## config.mk

```make
export PLATFORM = sky130hd
export DESIGN_NAME = acc_pwm
export DESIGN_NICKNAME = d
export VERILOG_FILES = /design/src/rtl/acc_pwm_pkg.sv /design/src/rtl/acc_pwm_ctrl.sv /design/src/rtl/acc_pwm_phase.sv /design/src/rtl/acc_pwm_cmp.sv /design/src/rtl/acc_pwm.sv
export SDC_FILE = /design/constraint.sdc
export NUM_CORES = 1
export LEC_CHECK = 0
export CAP_MARGIN = 20
export CORE_MARGIN = 2
export CORE_UTILIZATION = 40
export CTS_BUF_LIST = sky130_fd_sc_hd__clkbuf_16
export DETAILED_ROUTE_END_ITERATION = 8
export HOLD_SLACK_MARGIN = 0.06
export PLACE_DENSITY = 0.71
export SETUP_SLACK_MARGIN = 0.5
export SYNTH_ARGS = -nofsm -noshare
export SYNTH_HDL_FRONTEND = slang
export SYNTH_SLANG_ARGS = --single-unit
```

## constraint.sdc

```tcl
create_clock -name clk_i -period 6.6 [get_ports clk_i]
set_input_delay 1.32 -clock clk_i [delete_from_list [all_inputs] [get_ports clk_i]]
set_output_delay 1.32 -clock clk_i [all_outputs]
set_load 0.01 [all_outputs]
```

## src/rtl/acc_pwm_pkg.sv

```systemverilog
package acc_pwm_pkg;
  localparam int EnBit   = 31;
  localparam int UpdBit  = 30;
  localparam int StepLsb = 8;
  localparam int ThrW    = 8;
  typedef logic [ThrW-1:0] thr_t;
endpackage

```

## src/rtl/acc_pwm_ctrl.sv

```systemverilog
module acc_pwm_ctrl
  import acc_pwm_pkg::*;
#(
  parameter int STEP_W = 10
) (
  input  logic              clk_i,
  input  logic              rst_ni,
  input  logic              wr_en_i,
  input  logic [31:0]       wdata_i,
  input  logic              commit_i,
  output logic              en_o,
  output logic              upd_o,
  output logic [STEP_W-1:0] step_o,
  output thr_t              thr_o,
  output logic [31:0]       rdata_o
);
  logic              en_q, upd_q;
  logic [STEP_W-1:0] step_q;
  thr_t              thr_q;
  logic              accept;
  logic              unused_wr;

  assign unused_wr = ^wdata_i;
  // writes are locked out while a request is pending
  assign accept = wr_en_i && !upd_q;

  always_ff @(posedge clk_i or negedge rst_ni) begin
    if (!rst_ni) begin
      en_q   <= 1'b0;
      upd_q  <= 1'b0;
      step_q <= '0;
      thr_q  <= '0;
    end else if (accept) begin
      en_q   <= wdata_i[EnBit];
      upd_q  <= wdata_i[UpdBit];
      step_q <= wdata_i[StepLsb +: STEP_W];
      thr_q  <= wdata_i[ThrW-1:0];
    end else if (commit_i) begin
      upd_q  <= 1'b0;
    end
  end

  always_comb begin
    rdata_o                    = '0;
    rdata_o[EnBit]             = en_q;
    rdata_o[UpdBit]            = upd_q;
    rdata_o[StepLsb +: STEP_W] = step_q;
    rdata_o[ThrW-1:0]          = thr_q;
  end

  assign en_o   = en_q;
  assign upd_o  = upd_q;
  assign step_o = step_q;
  assign thr_o  = thr_q;

  a_r3_locked_write: assert property (@(posedge clk_i) disable iff (!rst_ni)
    upd_q && wr_en_i |=> $stable(step_q) && $stable(thr_q) && $stable(en_q));

  a_r4_upd_fall_on_commit: assert property (@(posedge clk_i) disable iff (!rst_ni)
    $fell(upd_q) |-> $past(commit_i));
endmodule

```

## src/rtl/acc_pwm_phase.sv

```systemverilog
module acc_pwm_phase
  import acc_pwm_pkg::*;
#(
  parameter int STEP_W = 10
) (
  input  logic              clk_i,
  input  logic              rst_ni,
  input  logic              en_i,
  input  logic              upd_i,
  input  logic [STEP_W-1:0] step_sh_i,
  input  thr_t              thr_sh_i,
  output logic              commit_o,
  output logic              run_o,
  output thr_t              phase_o,
  output thr_t              thr_o
);
  localparam int SumW = STEP_W + 1;

  logic [STEP_W-1:0] acc_q, step_q;
  thr_t              thr_q;
  logic [SumW-1:0]   sum;
  logic              run, wrap;

  assign run      = en_i && (step_q != '0);
  assign sum      = {1'b0, acc_q} + {1'b0, step_q};
  assign wrap     = run && sum[STEP_W];
  // idle generator has no cycle boundary to wait for
  assign commit_o = upd_i && (!run || wrap);

  always_ff @(posedge clk_i or negedge rst_ni) begin
    if (!rst_ni) acc_q <= '0;
    else if (!en_i) acc_q <= '0;
    else acc_q <= sum[STEP_W-1:0];
  end

  always_ff @(posedge clk_i or negedge rst_ni) begin
    if (!rst_ni) begin
      step_q <= '0;
      thr_q  <= '0;
    end else if (commit_o) begin
      step_q <= step_sh_i;
      thr_q  <= thr_sh_i;
    end
  end

  assign run_o   = run;
  assign phase_o = acc_q[STEP_W-1 -: ThrW];
  assign thr_o   = thr_q;

  a_r8_acc_cleared: assert property (@(posedge clk_i) disable iff (!rst_ni)
    !en_i |=> acc_q == '0);

  a_r6_wrap_residue: assert property (@(posedge clk_i) disable iff (!rst_ni)
    wrap |=> acc_q < $past(step_q));
endmodule

```

## src/rtl/acc_pwm_cmp.sv

```systemverilog
module acc_pwm_cmp
  import acc_pwm_pkg::*;
(
  input  logic run_i,
  input  thr_t phase_i,
  input  thr_t thr_i,
  output logic pwm_o
);
  assign pwm_o = run_i && (phase_i >= thr_i);
endmodule

```

## src/rtl/acc_pwm.sv

```systemverilog
module acc_pwm
  import acc_pwm_pkg::*;
#(
  parameter int STEP_W = 10
) (
  input  logic        clk_i,
  input  logic        rst_ni,
  input  logic        wr_en_i,
  input  logic [31:0] wdata_i,
  output logic [31:0] rdata_o,
  output logic        pwm_o
);
  logic              en, upd, commit, run;
  logic [STEP_W-1:0] step_sh;
  thr_t              thr_sh, thr_live, phase;

  acc_pwm_ctrl #(.STEP_W(STEP_W)) i_ctrl (
    .clk_i, .rst_ni, .wr_en_i, .wdata_i,
    .commit_i(commit), .en_o(en), .upd_o(upd),
    .step_o(step_sh), .thr_o(thr_sh), .rdata_o
  );

  acc_pwm_phase #(.STEP_W(STEP_W)) i_phase (
    .clk_i, .rst_ni, .en_i(en), .upd_i(upd),
    .step_sh_i(step_sh), .thr_sh_i(thr_sh),
    .commit_o(commit), .run_o(run), .phase_o(phase), .thr_o(thr_live)
  );

  acc_pwm_cmp i_cmp (
    .run_i(run), .phase_i(phase), .thr_i(thr_live), .pwm_o
  );

  a_r5_idle_commit: assert property (@(posedge clk_i) disable iff (!rst_ni)
    rdata_o[UpdBit] && !rdata_o[EnBit] |=> !rdata_o[UpdBit]);

  a_r8_off_low: assert property (@(posedge clk_i) disable iff (!rst_ni)
    !rdata_o[EnBit] |-> !pwm_o);
endmodule

```

==> impl_metrics.yaml <==
place:
  hpwl_um: 3370
  globalplace.congestion: 0.843
  place_area_um2: 3010
  port_buffers: 43
finish:
  nets: 301
  insertedDiodeCount: 0
  syn_to_final_growth_pct: 23.5
  final_area_um2: 3170
  drive_gt1_frac: 0.206
sta:
  slew_headroom: 0.337
  drv_slew: 0
  period_share: 0.557
  hold_viol_final: 0
  tightest_slew_ps: 990
  finalSetupViolations: 0
  rsz0062_at_grt: "no"
  fmax_mhz: 272
  post-route-min-period_ps: 3680
  tns_ps: 0
  fin_skew_ps: 4.89
critical_path:
  cpLargestDelayFamily: "simple AND/OR/NAND/NOR gates"
  crit_type: "register to output pin"
  cp.required_ps: 5280
  crit_start: "i_phase.step_q[6]"
  slowest_stage: "or4_1"
  crit_end: "pwm_o"
  critPathLaunchType: "register"
  cp.arrival_ps: 2360
  r2r_cells: 9
  r2r-end: "i_phase.step_q[3]"
  endpoint_kind: "output pin"
  critPathBufInv: 1
  crit_fanout: 3
  r2r-start: "i_phase.step_q[0]"
  worstSetupPathDepth: 4
  max_stage_delay_ps: 600
  worst-r2r-setup-slack_ps: 3880
  crit_chain: "or4_1 > o41ai_4 > nor3b_1 > clkdlybuf4s50_1"
logic_synthesis:
  netlist_area_um2: 2560
  ys.flop_type: "dfrtp_1"
  synth_common_cells: "48 x dfrtp_1, 26 x mux2_2, 18 x ha_1, 14 x buf_4, 13 x inv_1"
  synth_edf_count: 0
  synth_top_cell_by_area: "dfrtp_1"
  synth_top_area_frac: 0.469
  yosysMostFrequentCell: "dfrtp_1"
  synth_cell_types: 41
  ys_seq_area_frac: 0.469
  ys_warn_count: 0
  synth_seq_cells: 48
  syn_inst: 201
  synth.area.top_cells: "dfrtp_1 47%, mux2_2 11%, ha_1 8.8%"
  async_flop_share: 1.00
  syn_avg_cell_area_um2: 12.8
route:
  drc: 0
  finalWirelength_um: 4480
  wl_per_cell_um: 13.8
  vias: 1666
  firstDrtPassIters: 4
  drt_iter0_markers: 70
  antenna_left: 0
  viasPerCell: 5.14
cts:
  post_cts_buffers: 0
  cts_resized: 0
  cts_root_buf: "clkbuf_16"
  cts_hold_buf: 0
  cts_num_sinks: 48
  clock_latency_ps: 280
  cts_buffer_depth: 2
  clkTransAtPathRegs_ps: 60
  numCtsBuffers: 5
  cts_tree: "done"
  htree_levels: 2
floorplan:
  core_um2: 6280
  die_width_um: 84.1
  die_h_um: 84.1
  num_rows: 29
  initial_utilization: 0.408
  top_level_ports: 68
  die_area_um2: 7070
power_and_ir_drop:
  pwr-share-clk: 0.174
  p_int_uw: 886
  pwr-share-comb: 0.457
  power_density_nw_per_um2: 425
  max-vdd-ir-drop_mv: 0.264
  swShare: 0.341
  p_switching_uw: 458
  p_seq_frac: 0.369
  power_leakage_uw: 0.00146
grt:
  grt_pass1_wl_um: 7950
  grt_usage: 0.138
  antenna_found_initial: 0
  grt_overflow: 0
  grt_pass1_vias: 1658
  grt_max_degree: 49
flow_run:
  drv_cap: 0
status:
  status: "completed"
min_path:
  hold_path_class: "register to register"
metal layers:
layer,wire length [um],part of all wire,GRT usage,up-vias
met5,0,0,0,-
met4,46,0.010,0.0455,0
met3,109,0.024,0.0307,4
met2,2200,0.49,0.216,36
met1,2120,0.47,0.190,832
li1,-,-,-,794
kinds of logic (layout without fill, tap and decap cells):
| logic type | after synthesis | count (layout) | synth area share |
|---|---|---|---|
| AO/OA/AOI/OAI | 35 | 35 | 0.118 |
| XOR/XNOR | 1 | 1 | 0.00342 |
| adder cells (fa/ha/maj) | 19 | 19 | 0.0957 |
| buffers and inverters | 30 | 65 | 0.0673 |
| flip-flops | 48 | 48 | 0.469 |
| multiplexers | 37 | 37 | 0.177 |
| other | 1 | 12 | 0.00146 |
| AND/OR/NAND/NOR | 30 | 30 | 0.0693 |
registers in the layout (all words and copies together), names as in the netlist:
signal / flops
i_ctrl.en_o: 1
i_ctrl.step_o: 10
i_ctrl.thr_o: 8
i_ctrl.upd_o: 1
i_phase.acc_q: 10
i_phase.step_q: 10
i_phase.thr_o: 8
worst min-delay path by stage:
stage / depth (start not counted) / slack [ps] / from / endpoint
after floorplan: 1 / 480 / i_phase.thr_o[4] / i_phase.thr_o[4]
after global placement: 1 / 490 / i_phase.thr_o[6] / i_phase.thr_o[6]
after detailed placement: 1 / 490 / i_phase.thr_o[5] / i_phase.thr_o[5]
after CTS: 1 / 510 / i_phase.thr_o[5] / i_phase.thr_o[5]
after global routing: 1 / 530 / i_phase.thr_o[6] / i_phase.thr_o[6]
final: 1 / 510 / i_phase.thr_o[5] / i_phase.thr_o[5]
metrics by stage:
| step | power, uW | setup WS [ps] | cells | hold WS [ps] | util |
|---|---|---|---|---|---|
| global placement | 1100 | 3240 | 316 | 492 | 0.480 |
| floorplan | 939 | 3820 | 212 | 479 | - |
| detailed placement | 1120 | 3210 | 316 | 495 | 0.480 |
| CTS | 1360 | 2900 | 323 | 509 | 0.501 |
| global route | 1450 | 2830 | 324 | 526 | 0.504 |
| finish | 1340 | 2920 | 324 | 507 | 0.504 |
layout by cell type, fill, tap and decap left out, types with 5 or more instances in the layout:
cell	n
conb_1	12
ha_1	18
mux2_4	10
o21ai_0	8
clkbuf_16	5
a211oi_1	6
mux2_2	26
dfrtp_1	48
inv_1	13
nor2_1	7
clkdlybuf4s50_1	42
a21o_1	5
power groups by stage:
stage	Sequential (uW)	Combinational [uW]	Clock [uW]
2_1_floorplan	486	452	0
3_3_place_gp	498	597	0
3_5_place_dp	503	616	0
4_1_cts	498	621	241
5_1_grt	514	687	252
6_report	495	614	234
area by class of cell:
class,instances,area [um2]
clock buffers,5,125
fillers,562,3110
flip-flops and latches,48,1200
clock inverters,2,7.51
inverters,13,48.8
well taps,77,96.3
multi-input cells,134,1230
repair buffers,45,453
No activity file was read; power rests on OpenSTA's default activity.
